**config.mk**
```make
export PLATFORM = sky130hd
export DESIGN_NAME = systab_regs
export DESIGN_NICKNAME = d
export VERILOG_FILES = /design/src/rtl/systab_pkg.sv /design/src/rtl/systab_table_reg.sv /design/src/rtl/systab_sel_check.sv /design/src/rtl/systab_fetch.sv /design/src/rtl/systab_regs.sv
export SDC_FILE = /design/constraint.sdc
export NUM_CORES = 1
export LEC_CHECK = 0
export ABC_AREA = 1
export BUFFER_PORTS_ARGS = -buffer_cell sky130_fd_sc_hd__buf_2
export CAP_MARGIN = 10
export CORE_AREA = 3 3 183 185
export DETAILED_ROUTE_END_ITERATION = 10
export DIE_AREA = 0 0 186 188
export HOLD_SLACK_MARGIN = 0.05
export PLACE_DENSITY = 0.82
export SETUP_SLACK_MARGIN = 0.15
export SYNTH_ARGS = -nofsm -noshare
export SYNTH_HDL_FRONTEND = slang
export SYNTH_SLANG_ARGS = --single-unit
```
**constraint.sdc**
```tcl
create_clock -name clk -period 2.35 [get_ports clk]
set_input_delay 0.235 -clock clk [delete_from_list [all_inputs] [get_ports clk]]
set_output_delay 0.235 -clock clk [all_outputs]
set_load 0.02 [all_outputs]
```
**src/rtl/systab_pkg.sv**
```systemverilog
package systab_pkg;
  localparam int ADDR_W = 32;
  localparam int LIM_W  = 16;
  localparam int SEL_W  = 16;
  localparam int DESC_W = 64;
  localparam int ATTR_W = 8;
  localparam int IDX_W  = SEL_W - 3;
  localparam int NUM_TBL = 2;

  typedef enum logic [1:0] {
    REG_GLOB  = 2'd0,
    REG_INTR  = 2'd1,
    REG_LOCAL = 2'd2,
    REG_TASK  = 2'd3
  } reg_id_e;

  typedef struct packed {
    logic    store;
    reg_id_e target;
  } cmd_op_t;

  localparam logic [3:0] TYPE_LTAB   = 4'h2;
  localparam logic [3:0] TYPE_TSS_AV = 4'h9;
  localparam logic [3:0] TYPE_TSS_BS = 4'hB;

  function automatic logic [ADDR_W-1:0] desc_base(input logic [DESC_W-1:0] d);
    return {d[63:56], d[39:32], d[31:16]};
  endfunction

  function automatic logic [LIM_W-1:0] desc_limit(input logic [DESC_W-1:0] d);
    return d[15:0];
  endfunction

  function automatic logic [ATTR_W-1:0] desc_attr(input logic [DESC_W-1:0] d);
    return d[47:40];
  endfunction

  function automatic logic [IDX_W-1:0] sel_index(input logic [SEL_W-1:0] s);
    return s[SEL_W-1:3];
  endfunction

  function automatic logic sel_ti(input logic [SEL_W-1:0] s);
    return s[2];
  endfunction

  // last byte of the 8-byte entry must not pass the table limit
  function automatic logic sel_in_table(input logic [SEL_W-1:0] s,
                                        input logic [LIM_W-1:0] lim);
    logic [LIM_W:0] last_byte;
    last_byte = {1'b0, s[SEL_W-1:3], 3'b111};
    return last_byte <= {1'b0, lim};
  endfunction

  function automatic logic [ADDR_W-1:0] entry_addr(input logic [ADDR_W-1:0] base,
                                                   input logic [SEL_W-1:0] s);
    return base + {{(ADDR_W-SEL_W){1'b0}}, s[SEL_W-1:3], 3'b000};
  endfunction

  function automatic logic type_fits(input logic [ATTR_W-1:0] attr, input logic to_task);
    if (attr[4]) return 1'b0;
    if (to_task) return (attr[3:0] == TYPE_TSS_AV) || (attr[3:0] == TYPE_TSS_BS);
    return attr[3:0] == TYPE_LTAB;
  endfunction
endpackage

```
**src/rtl/systab_table_reg.sv**
```systemverilog
module systab_table_reg
  import systab_pkg::*;
#(
  parameter int AW = ADDR_W,
  parameter int LW = LIM_W
) (
  input  logic          clk,
  input  logic          rst_n,
  input  logic          ld,
  input  logic [AW-1:0] ld_base,
  input  logic [LW-1:0] ld_limit,
  output logic [AW-1:0] base,
  output logic [LW-1:0] limit
);
  always_ff @(posedge clk or negedge rst_n) begin
    if (!rst_n) begin
      base  <= '0;
      limit <= '1;
    end else if (ld) begin
      base  <= ld_base;
      limit <= ld_limit;
    end
  end

  assert_load_value_R2: assert property (@(posedge clk) disable iff (!rst_n)
    ld |=> (base == $past(ld_base)) && (limit == $past(ld_limit)));
endmodule

```
**src/rtl/systab_sel_check.sv**
```systemverilog
module systab_sel_check
  import systab_pkg::*;
(
  input  logic [SEL_W-1:0]  sel,
  input  logic [ADDR_W-1:0] tbl_base,
  input  logic [LIM_W-1:0]  tbl_limit,
  input  logic              to_local,
  output logic              ti_fault,
  output logic              null_sel,
  output logic              range_fault,
  output logic [ADDR_W-1:0] entry
);
  assign ti_fault    = sel_ti(sel);
  assign null_sel    = to_local && !sel_ti(sel) && (sel_index(sel) == '0);
  assign range_fault = !sel_in_table(sel, tbl_limit);
  assign entry       = entry_addr(tbl_base, sel);
endmodule

```
**src/rtl/systab_fetch.sv**
```systemverilog
module systab_fetch
  import systab_pkg::*;
(
  input  logic              clk,
  input  logic              rst_n,
  input  logic              start,
  input  logic [ADDR_W-1:0] start_addr,
  input  logic [SEL_W-1:0]  start_sel,
  input  logic              start_task,
  input  logic              mem_ack,
  input  logic [DESC_W-1:0] mem_data,
  output logic              busy,
  output logic              mem_req,
  output logic [ADDR_W-1:0] mem_addr,
  output logic              fin,
  output logic              fin_ok,
  output logic              fin_task,
  output logic [SEL_W-1:0]  fin_sel,
  output logic [ADDR_W-1:0] fin_base,
  output logic [LIM_W-1:0]  fin_limit,
  output logic [ATTR_W-1:0] fin_attr
);
  typedef enum logic {F_IDLE, F_WAIT} fstate_e;

  fstate_e           state;
  logic [ADDR_W-1:0] addr_q;
  logic [SEL_W-1:0]  sel_q;
  logic              task_q;

  always_ff @(posedge clk or negedge rst_n) begin
    if (!rst_n) begin
      state  <= F_IDLE;
      addr_q <= '0;
      sel_q  <= '0;
      task_q <= 1'b0;
    end else begin
      case (state)
        F_IDLE: if (start) begin
          state  <= F_WAIT;
          addr_q <= start_addr;
          sel_q  <= start_sel;
          task_q <= start_task;
        end
        F_WAIT: if (mem_ack) state <= F_IDLE;
        default: state <= F_IDLE;
      endcase
    end
  end

  assign busy      = (state == F_WAIT);
  assign mem_req   = busy;
  assign mem_addr  = addr_q;
  assign fin       = busy && mem_ack;
  assign fin_task  = task_q;
  assign fin_sel   = sel_q;
  assign fin_attr  = desc_attr(mem_data);
  assign fin_base  = desc_base(mem_data);
  assign fin_limit = desc_limit(mem_data);
  assign fin_ok    = type_fits(fin_attr, task_q);

  assert_req_held_R3: assert property (@(posedge clk) disable iff (!rst_n)
    mem_req && !mem_ack |=> mem_req && $stable(mem_addr));
  assert_start_idle_R11: assert property (@(posedge clk) disable iff (!rst_n)
    start |-> !busy);
  assert_free_after_fin_R12: assert property (@(posedge clk) disable iff (!rst_n)
    fin |=> !busy);
endmodule

```
**src/rtl/systab_regs.sv**
```systemverilog
module systab_regs
  import systab_pkg::*;
(
  input  logic              clk,
  input  logic              rst_n,
  input  logic              cmd_valid,
  input  logic [2:0]        cmd_op,
  input  logic [31:0]       cmd_base,
  input  logic [15:0]       cmd_limit,
  input  logic [15:0]       cmd_sel,
  output logic              busy,
  output logic              done,
  output logic              fault,
  output logic [31:0]       rd_base,
  output logic [15:0]       rd_limit,
  output logic [15:0]       rd_sel,
  output logic              mem_req,
  output logic [31:0]       mem_addr,
  input  logic              mem_ack,
  input  logic [63:0]       mem_data,
  output logic [31:0]       glob_base,
  output logic [15:0]       glob_limit,
  output logic [31:0]       intr_base,
  output logic [15:0]       intr_limit,
  output logic [15:0]       local_sel,
  output logic [31:0]       local_base,
  output logic [15:0]       local_limit,
  output logic              local_valid,
  output logic [15:0]       task_sel,
  output logic [31:0]       task_base,
  output logic [15:0]       task_limit,
  output logic [7:0]        task_attr
);
  cmd_op_t op;
  logic    accept, is_load, sel_load, to_task, to_local;
  logic    ti_fault, null_sel, range_fault, sel_fault, local_null, fetch_go, direct_done;
  logic [ADDR_W-1:0] entry;
  logic [ADDR_W-1:0] tbl_base  [NUM_TBL];
  logic [LIM_W-1:0]  tbl_limit [NUM_TBL];

  logic              fin, fin_ok, fin_task;
  logic [SEL_W-1:0]  fin_sel;
  logic [ADDR_W-1:0] fin_base;
  logic [LIM_W-1:0]  fin_limit;
  logic [ATTR_W-1:0] fin_attr;

  assign op          = cmd_op_t'(cmd_op);
  assign accept      = cmd_valid && !busy;
  assign is_load     = accept && !op.store;
  assign to_task     = (op.target == REG_TASK);
  assign to_local    = (op.target == REG_LOCAL);
  assign sel_load    = is_load && (to_task || to_local);
  assign sel_fault   = ti_fault || (!null_sel && range_fault);
  assign local_null  = sel_load && to_local && null_sel;
  assign fetch_go    = sel_load && !sel_fault && !local_null;
  assign direct_done = accept && !fetch_go;

  // global and interrupt table registers share one structure
  for (genvar g = 0; g < NUM_TBL; g++) begin : g_tbl
    logic ld_here;
    assign ld_here = is_load && (op.target == reg_id_e'(g));
    systab_table_reg #(.AW(ADDR_W), .LW(LIM_W)) i_tbl (
      .clk      (clk),
      .rst_n    (rst_n),
      .ld       (ld_here),
      .ld_base  (cmd_base),
      .ld_limit (cmd_limit),
      .base     (tbl_base[g]),
      .limit    (tbl_limit[g])
    );
  end

  assign glob_base  = tbl_base[REG_GLOB];
  assign glob_limit = tbl_limit[REG_GLOB];
  assign intr_base  = tbl_base[REG_INTR];
  assign intr_limit = tbl_limit[REG_INTR];

  systab_sel_check i_chk (
    .sel         (cmd_sel),
    .tbl_base    (glob_base),
    .tbl_limit   (glob_limit),
    .to_local    (to_local),
    .ti_fault    (ti_fault),
    .null_sel    (null_sel),
    .range_fault (range_fault),
    .entry       (entry)
  );

  systab_fetch i_fetch (
    .clk        (clk),
    .rst_n      (rst_n),
    .start      (fetch_go),
    .start_addr (entry),
    .start_sel  (cmd_sel),
    .start_task (to_task),
    .mem_ack    (mem_ack),
    .mem_data   (mem_data),
    .busy       (busy),
    .mem_req    (mem_req),
    .mem_addr   (mem_addr),
    .fin        (fin),
    .fin_ok     (fin_ok),
    .fin_task   (fin_task),
    .fin_sel    (fin_sel),
    .fin_base   (fin_base),
    .fin_limit  (fin_limit),
    .fin_attr   (fin_attr)
  );

  // hidden caches
  always_ff @(posedge clk or negedge rst_n) begin
    if (!rst_n) begin
      local_sel   <= '0;
      local_base  <= '0;
      local_limit <= '1;
      local_valid <= 1'b0;
      task_sel    <= '0;
      task_base   <= '0;
      task_limit  <= '1;
      task_attr   <= '0;
    end else begin
      if (local_null) begin
        local_sel   <= cmd_sel;
        local_valid <= 1'b0;
      end else if (fin && fin_ok && !fin_task) begin
        local_sel   <= fin_sel;
        local_base  <= fin_base;
        local_limit <= fin_limit;
        local_valid <= 1'b1;
      end
      if (fin && fin_ok && fin_task) begin
        task_sel   <= fin_sel;
        task_base  <= fin_base;
        task_limit <= fin_limit;
        task_attr  <= fin_attr;
      end
    end
  end

  // completion and read-back
  always_ff @(posedge clk or negedge rst_n) begin
    if (!rst_n) begin
      done     <= 1'b0;
      fault    <= 1'b0;
      rd_base  <= '0;
      rd_limit <= '0;
      rd_sel   <= '0;
    end else begin
      done  <= direct_done || fin;
      fault <= (sel_load && sel_fault) || (fin && !fin_ok);
      if (accept && op.store) begin
        rd_base  <= '0;
        rd_limit <= '0;
        rd_sel   <= '0;
        case (op.target)
          REG_GLOB:  begin rd_base <= glob_base; rd_limit <= glob_limit; end
          REG_INTR:  begin rd_base <= intr_base; rd_limit <= intr_limit; end
          REG_LOCAL: rd_sel <= local_sel;
          default:   rd_sel <= task_sel;
        endcase
      end else if (direct_done || fin) begin
        rd_base  <= '0;
        rd_limit <= '0;
        rd_sel   <= '0;
      end
    end
  end

  assert_fault_with_done_R7: assert property (@(posedge clk) disable iff (!rst_n)
    fault |-> done);
  assert_sel_fault_no_fetch_R7: assert property (@(posedge clk) disable iff (!rst_n)
    (sel_load && sel_fault) |=> fault && !mem_req);
  assert_null_local_R9: assert property (@(posedge clk) disable iff (!rst_n)
    local_null |=> !local_valid && !mem_req && !fault && done);
  assert_ignore_busy_R11: assert property (@(posedge clk) disable iff (!rst_n)
    (busy && cmd_valid) |=> $stable(glob_base) && $stable(intr_base) && $stable(local_sel));
  assert_task_type_R5: assert property (@(posedge clk) disable iff (!rst_n)
    (fin && fin_ok && fin_task) |=> (task_attr[3:0] == TYPE_TSS_AV) || (task_attr[3:0] == TYPE_TSS_BS));
  assert_local_from_fetch_R4: assert property (@(posedge clk) disable iff (!rst_n)
    $rose(local_valid) |-> $past(fin));
  assert_done_after_ack_R12: assert property (@(posedge clk) disable iff (!rst_n)
    fin |=> done);
endmodule

```
==> flow_metrics.py, run 1 <==
metrics = {
    "pwr": {
        "p_sw_mw": 9.06,
        "p_leak_nw": 11.7,
        "pwr-share-clk_pct": 26.5,
        "seq_power_share_pct": 38.4,
        "finalPower_mw": 23.2,
        "vdd_drop_max_mv": 0.857,
        "swShare_pct": 39.0,
        "cellInternalPower_mw": 14.2,
        "power_density_nw_per_um2": 1080,
        "combPwrFrac_pct": 35.1,
    },
    "floorplan": {
        "initial_utilization_pct": 48.5,
        "die_h_um": 188,
        "design.core.area_um2": 32200,
        "die_area_um2": 35000,
        "io_pins": 468,
        "die_x_um": 186,
        "num_rows": 66,
    },
    "run_status": {
        "status": "finished clean",
    },
    "finish": {
        "final_util_pct": 66.5,
        "mostFrequentLayoutCells": "585 x nand2_1, 458 x buf_2, 285 x dfrtp_1",
        "layout.nets": 2575,
        "final_cell_area_um2": 21400,
        "drive_gt1_share_pct": 29.1,
        "area_delta_synth_final_pct": 37.1,
        "final_common_cell": "nand2_1",
    },
    "detailed_routing": {
        "drt-pass1-iter-count": 5,
        "vias": 15545,
        "viasPerCell": 5.45,
        "drtAntennaViolNets": 0,
        "post_drt_wl_per_cell_um": 20.0,
        "drtIter0Drc": 1236,
        "drt_wl_total_um": 56900,
        "drc": 0,
    },
    "logic_synthesis": {
        "synthTopCellsByArea": "dfrtp_1 46%, nand2_1 15%, dfstp_2 11%",
        "synth_top_cell_by_area": "dfrtp_1",
        "syn_inst": 1853,
        "ys_seq_elements": 349,
        "yosys.area_share.xor_xnor_pct": 0.785,
        "synth-compound-area-share_pct": 11.6,
        "syn_area_um2": 15600,
        "synth_top_area_share_pct": 45.7,
        "synth_cell_types": 37,
        "syn_avg_cell_area_um2": 8.43,
        "synth_simple_gate_area_share_pct": 20.7,
        "synth-adder-area-share_pct": 2.21,
        "yosysWarnings": 0,
        "synthMuxAreaShare_pct": 0,
        "synth_top_family_by_area": "simple AND/OR/NAND/NOR gates",
        "syn-num-nets": 2015,
        "yosysSeqAreaShare_pct": 56.4,
    },
    "cts": {
        "cts_root_buf": "clkbuf_16",
        "cts_buffers": 38,
        "clock_sinks": 349,
        "insertion_delay_ns": 0.52,
        "cts_tree": "yes",
        "clkTransAtPathRegs_ns": 0.06,
        "h-tree-depth": 2,
        "ctsLongestPathBuffers": 3,
    },
    "timing": {
        "whs_ns": 0.0868,
        "fin_crit_ns": 2.23,
        "fin_crit_sh_pct": 94.8,
        "fin_tns_setup_ns": 0,
        "slew_violations": 0,
        "hold_viol": 0,
        "clock.fmax_mhz": 449,
        "max_slew_margin_pct": 39.1,
        "worst_slew_pin_slew_ns": 0.913,
        "rsz0062_at_grt": "true",
        "clock_skew_ns": 0.0208,
        "setup_viol": 0,
    },
    "worst_setup_path": {
        "setup.worst_path.end_class": "register",
        "required_ns": 2.80,
        "slowest_delay_ns": 0.52,
        "path_buf_inv": 2,
        "path_cells": "inv_1 -> ha_4 -> nand2_2 -> nor2_4 -> nand2_1 -> nor2_1 -> nor2_1 -> nand2_2 -> nand3_4 -> nand2_8 -> clkbuf_16 -> nand3_1 -> nand2_1",
        "cp_max_fo": 12,
        "cp_slowest_cell": "dfstp_2",
        "worst-setup-path-type": "register to register",
        "cp_top_family": "simple AND/OR/NAND/NOR gates",
        "cp-start-kind": "register",
        "worstPathArrival_ns": 2.67,
    },
    "placed_design": {
        "gp_congestion": 0.906,
        "dp_hpwl_um": 36900,
        "dpl_cell_area_um2": 18400,
        "io_buffers": 459,
    },
    "global_route": {
        "grt_pass1_vias": 15375,
        "globalRouteOverflowTotal": 0,
        "grtUsageTotal_pct": 30.9,
        "grt_antenna_before_repair": 3,
        "grt_max_degree": 97,
        "grt_first_pass_wirelength_um": 84800,
    },
    "flow_run": {
        "maxCapViolations": 0,
    },
    "worst_hold_path": {
        "min_path_type": "input pin to register",
    },
}
[tightest hold or removal path, cell delays in order]
cell and delay [ns]:
buf_2 0.17, nand2_1 0.09, o21ai_0 0.07
[power groups by stage]
stage          logic, mW  registers, mW  clock network (mW)
3_3_place_gp        7.08           8.83                   0
4_1_cts             7.54           8.82                6.23
5_1_grt             8.84           9.08                6.49
2_1_floorplan       2.77           10.3                   0
3_5_place_dp        7.24           8.90                   0
6_report            8.14           8.92                6.16
[synth_stat cells]
master and n:
a21boi_0 2, a21oi_1 11, a22o_1 17, and2_1 2
and3_1 1, buf_1 15, buf_2 8, buf_4 6
buf_6 8, clkbuf_1 60, clkinv_2 1, dfrtp_1 285
dfstp_2 64, fa_1 1, ha_1 26, inv_1 220
inv_2 1, nand2_1 607, nand2_2 3, nand3_1 129
nand3_4 1, nand3b_1 1, nand4_1 3, nor2_1 43
nor2_2 1, nor3_1 8, nor3_2 1, nor4_1 1
o211ai_1 2, o21a_1 2, o21ai_0 290, o21ai_1 3
o21bai_1 1, o22ai_1 14, o31ai_1 1, xnor2_1 9
xor2_1 5
[cell families (layout without fill, tap and decap cells)]
group                      after synthesis  count (layout)
other                                    0               2
buffers and inverters                  319             908
adders and majority gates               27              27
xor gates and xnor gates                14              14
and+or+nand+nor                        801             801
AOI/OAI and AO/OA                      343             343
DFF                                    349             349
[worst paths after layout]
check	start	end	slack, ns	cells past startpoint
hold / removal	cmd_sel[11]	i_fetch.fin_sel[11]$_DFFE_PN0P_	0.09	3
min in group asynchronous	rst_n	task_attr[7]$_DFFE_PN0P_	0.26	2
max in group asynchronous	rst_n	g_tbl[0].i_tbl.limit[1]$_DFFE_PN1P_	1.29	3
setup / recovery	g_tbl[0].i_tbl.limit[13]$_DFFE_PN1P_	rd_sel[10]$_DFFE_PN0P_	0.12	13
hold reg to reg	task_attr[4]$_DFFE_PN0P_	task_attr[4]$_DFFE_PN0P_	0.47	2
setup reg to reg	g_tbl[0].i_tbl.limit[13]$_DFFE_PN1P_	rd_sel[10]$_DFFE_PN0P_	0.12	13
[routing by layer]
metal | global-route usage [%] | share of wire, %
met5 | 0 | 0.023
met1 | 37.6 | 36
met3 | 7.66 | 11
met4 | 14.9 | 5.5
met2 | 51.4 | 48
[per-stage QoR]
stage | instances | setup WS [ns]
3_3_place_gp | 2657 | 0.163
3_5_place_dp | 2657 | 0.0728
4_1_cts | 2834 | 0.117
5_1_grt | 2851 | 0.0127
6_report | 2852 | 0.122
2_1_floorplan | 1853 | 0.313
[state kept, by name, indices dropped and copies added (netlist names), 16 cells and up]
register / cells
g_tbl.i_tbl.base: 64
g_tbl.i_tbl.limit: 32
i_fetch.mem_addr: 32
local_base: 32
rd_base: 32
task_base: 32
i_fetch.fin_sel: 16
local_limit: 16
local_sel: 16
rd_limit: 16
rd_sel: 16
task_limit: 16
task_sel: 16
[cell type report]
type                       count  area [µm²]
antenna                        2        5.00
clock buffer                  49        1070
clock inverter                20         226
fill                        2335       10800
inverter                     222         835
multi-input combinational   1185        5870
sequential                   349        8810
tap                          408         510
timing repair buffer         617        4090
[repair_timing]
| action | 4_1_cts | 5_1_grt |
|---|---|---|
| gates resized for setup | 10 | 77 |
| buffers inserted | 1 | 7 |
| gates cloned | 2 | 9 |
| hold endpoints to repair | 247 | 0 |
| hold buffers | 105 | 0 |
| endpoints found under the setup margin | 68 | 123 |
| pin swaps | 2 | 16 |
(Power assumes the default switching activity.)
==> inputs of run 2 (changes only) <==
Clock period 2.35 ns to 2.38 ns, I/O delays scaled along.
==> flow_metrics.py, run 2 (same netlist as run 1, synthesis figures left out) <==
metrics = {
    "run_status": {
        "status": "finished clean",
    },
    "worst_setup_path": {
        "cp-start-kind": "register",
        "rr_worst_depth": 14,
        "cp_top_family": "simple AND/OR/NAND/NOR gates",
        "crit_cells": 14,
        "path_buf_inv": 3,
        "path_cells": "inv_1 -> ha_1 -> nand2_1 -> nor2_2 -> nand3_1 -> nor2_1 -> nor2_1 -> nand2_2 -> nand3_4 -> nand2_8 -> buf_12 -> clkbuf_16 -> nand3_2 -> nand2_1",
        "required_ns": 2.84,
        "setup.worst_path.end_class": "register",
        "worst-setup-path-type": "register to register",
        "cp_max_fo": 7,
        "cp_slowest_cell": "dfstp_2",
        "slowest_delay_ns": 0.53,
        "worstPathArrival_ns": 2.72,
    },
    "cts": {
        "cts_tree": "yes",
        "cts_root_buf": "clkbuf_16",
        "insertion_delay_ns": 0.52,
        "clkTransAtPathRegs_ns": 0.06,
        "clock_sinks": 349,
        "ctsLongestPathBuffers": 3,
        "h-tree-depth": 2,
        "cts_buffers": 37,
    },
    "finish": {
        "regMostFlops": "g_tbl.i_tbl.base",
        "layout.nets": 2573,
        "mostFrequentLayoutCells": "599 x nand2_1, 458 x buf_2, 289 x o21ai_0",
        "largest_reg_flops": 64,
        "multi_input_area_um2": 5820,
        "final_common_cell": "nand2_1",
        "drive_gt1_share_pct": 28.7,
        "n_fill_cell": 2443,
        "ff_latch_area_um2": 8810,
        "instances_no_fill": 2848,
        "area_delta_synth_final_pct": 36.2,
    },
    "global_route": {
        "globalRouteOverflowTotal": 0,
        "grt_first_pass_wirelength_um": 84200,
        "grtUsageTotal_pct": 30.6,
        "top_usage_layer": "met2",
        "grt_antenna_before_repair": 3,
        "met1_usage_pct": 36.8,
        "grt_max_degree": 103,
        "use_met2_pct": 51.8,
        "grt_pass1_vias": 15234,
        "use_met3_pct": 7.27,
    },
    "timing": {
        "worst_slew_pin_slew_ns": 1.06,
        "fin_tns_setup_ns": 0,
        "rsz0062_at_grt": "true",
        "max_slew_margin_pct": 29.5,
        "hold_viol": 0,
        "slew_violations": 0,
        "clock.fmax_mhz": 442,
        "setup_viol": 0,
        "fin_crit_ns": 2.26,
        "fin_crit_sh_pct": 95.0,
        "clock_skew_ns": 0.0227,
    },
    "pwr": {
        "p_leak_nw": 11.6,
        "power_density_nw_per_um2": 1060,
        "vdd_drop_max_mv": 0.779,
    },
    "placed_design": {
        "dp.cells": 2658,
        "io_buffers": 459,
        "dp_hpwl_um": 37000,
        "gp_congestion": 0.924,
    },
    "worst_hold_path": {
        "min_path_type": "input pin to register",
        "holdPathStages": 3,
    },
    "floorplan": {
        "die_x_um": 186,
        "die_h_um": 188,
        "initial_utilization_pct": 48.5,
        "die_area_um2": 35000,
        "design.core.area_um2": 32200,
        "num_rows": 66,
        "io_pins": 468,
    },
    "detailed_routing": {
        "drt_wl_total_um": 57200,
        "post_drt_wl_per_cell_um": 20.1,
        "drc": 0,
        "drtAntennaViolNets": 0,
        "drt-pass1-iter-count": 5,
        "drtIter0Drc": 1215,
        "vias": 15516,
        "viasPerCell": 5.45,
    },
    "flow_run": {
        "maxCapViolations": 0,
    },
}
## run 2: worst min-delay path, delay by kind of cell
kind            cells  cell delay [ns]
buf+inv             2             0.18
compound gates      1             0.09
## run 2: layout make-up
type                       count  share of cell area, %
inverter                     222                   3.98
clock inverter                 8                  0.371
timing repair inverter         1                 0.0529
clock buffer                  59                   5.31
timing repair buffer         615                   19.1
tap                          408                   2.40
multi-input combinational   1185                   27.4
antenna                        1                 0.0118
sequential                   349                   41.4
## run 2: power by group
| part | switching, mW | internal, mW | leakage, nW |
|---|---|---|---|
| registers | 1.23 | 7.58 | 4.39 |
| clock network | 2.36 | 3.37 | 0.594 |
| logic | 5.30 | 2.74 | 6.64 |
| total | 8.89 | 13.7 | 11.6 |
## run 2: through the flow
stage / util (%) / worst slack [ns] / hold slack [ns] / power, mW / instance area [µm²]
CTS: 64.6 / 0.121 / 0.0503 / 22.0 / 20800
global placement: 57.3 / 0.0531 / 0.272 / 15.7 / 18400
global route: 66.1 / -0.0345 / 0.0694 / 23.7 / 21300
finish: 66.1 / 0.118 / 0.0558 / 22.6 / 21300
detailed placement: 57.3 / -0.0402 / 0.269 / 15.9 / 18400
floorplan: - / 0.343 / -0.0576 / 12.9 / 15600
## run 2: routing by layer
layer	share of wire, %	vias to the layer above	routed length [µm]
met2	47	961	27100
li1	-	7011	-
met5	0.047	-	27
met1	36	7329	20600
met4	5.7	4	3260
met3	11	211	6190
## run 2: timing repair
action | in CTS | in global routing
resized for setup | 7 | 59
hold buffers | 100 | 0
pin swaps | 1 | 42
gates cloned | 2 | 6
buffers inserted | 6 | 8
hold endpoints to repair | 224 | 0
endpoints found under the setup margin | 87 | 115
## run 2: worst paths after layout
kind,end,startpoint,slack (ns)
hold / removal,task_base[2]$_DFFE_PN0P_,mem_data[18],0.06
hold reg to reg,task_attr[0]$_DFFE_PN0P_,task_attr[0]$_DFFE_PN0P_,0.46
setup reg to reg,rd_limit[11]$_DFFE_PN0P_,g_tbl[0].i_tbl.limit[7]$_DFFE_PN1P_,0.12
max in group asynchronous,local_limit[14]$_DFFE_PN1P_,rst_n,1.25
min in group asynchronous,local_base[31]$_DFFE_PN0P_,rst_n,0.30
setup / recovery,rd_limit[11]$_DFFE_PN0P_,g_tbl[0].i_tbl.limit[7]$_DFFE_PN1P_,0.12
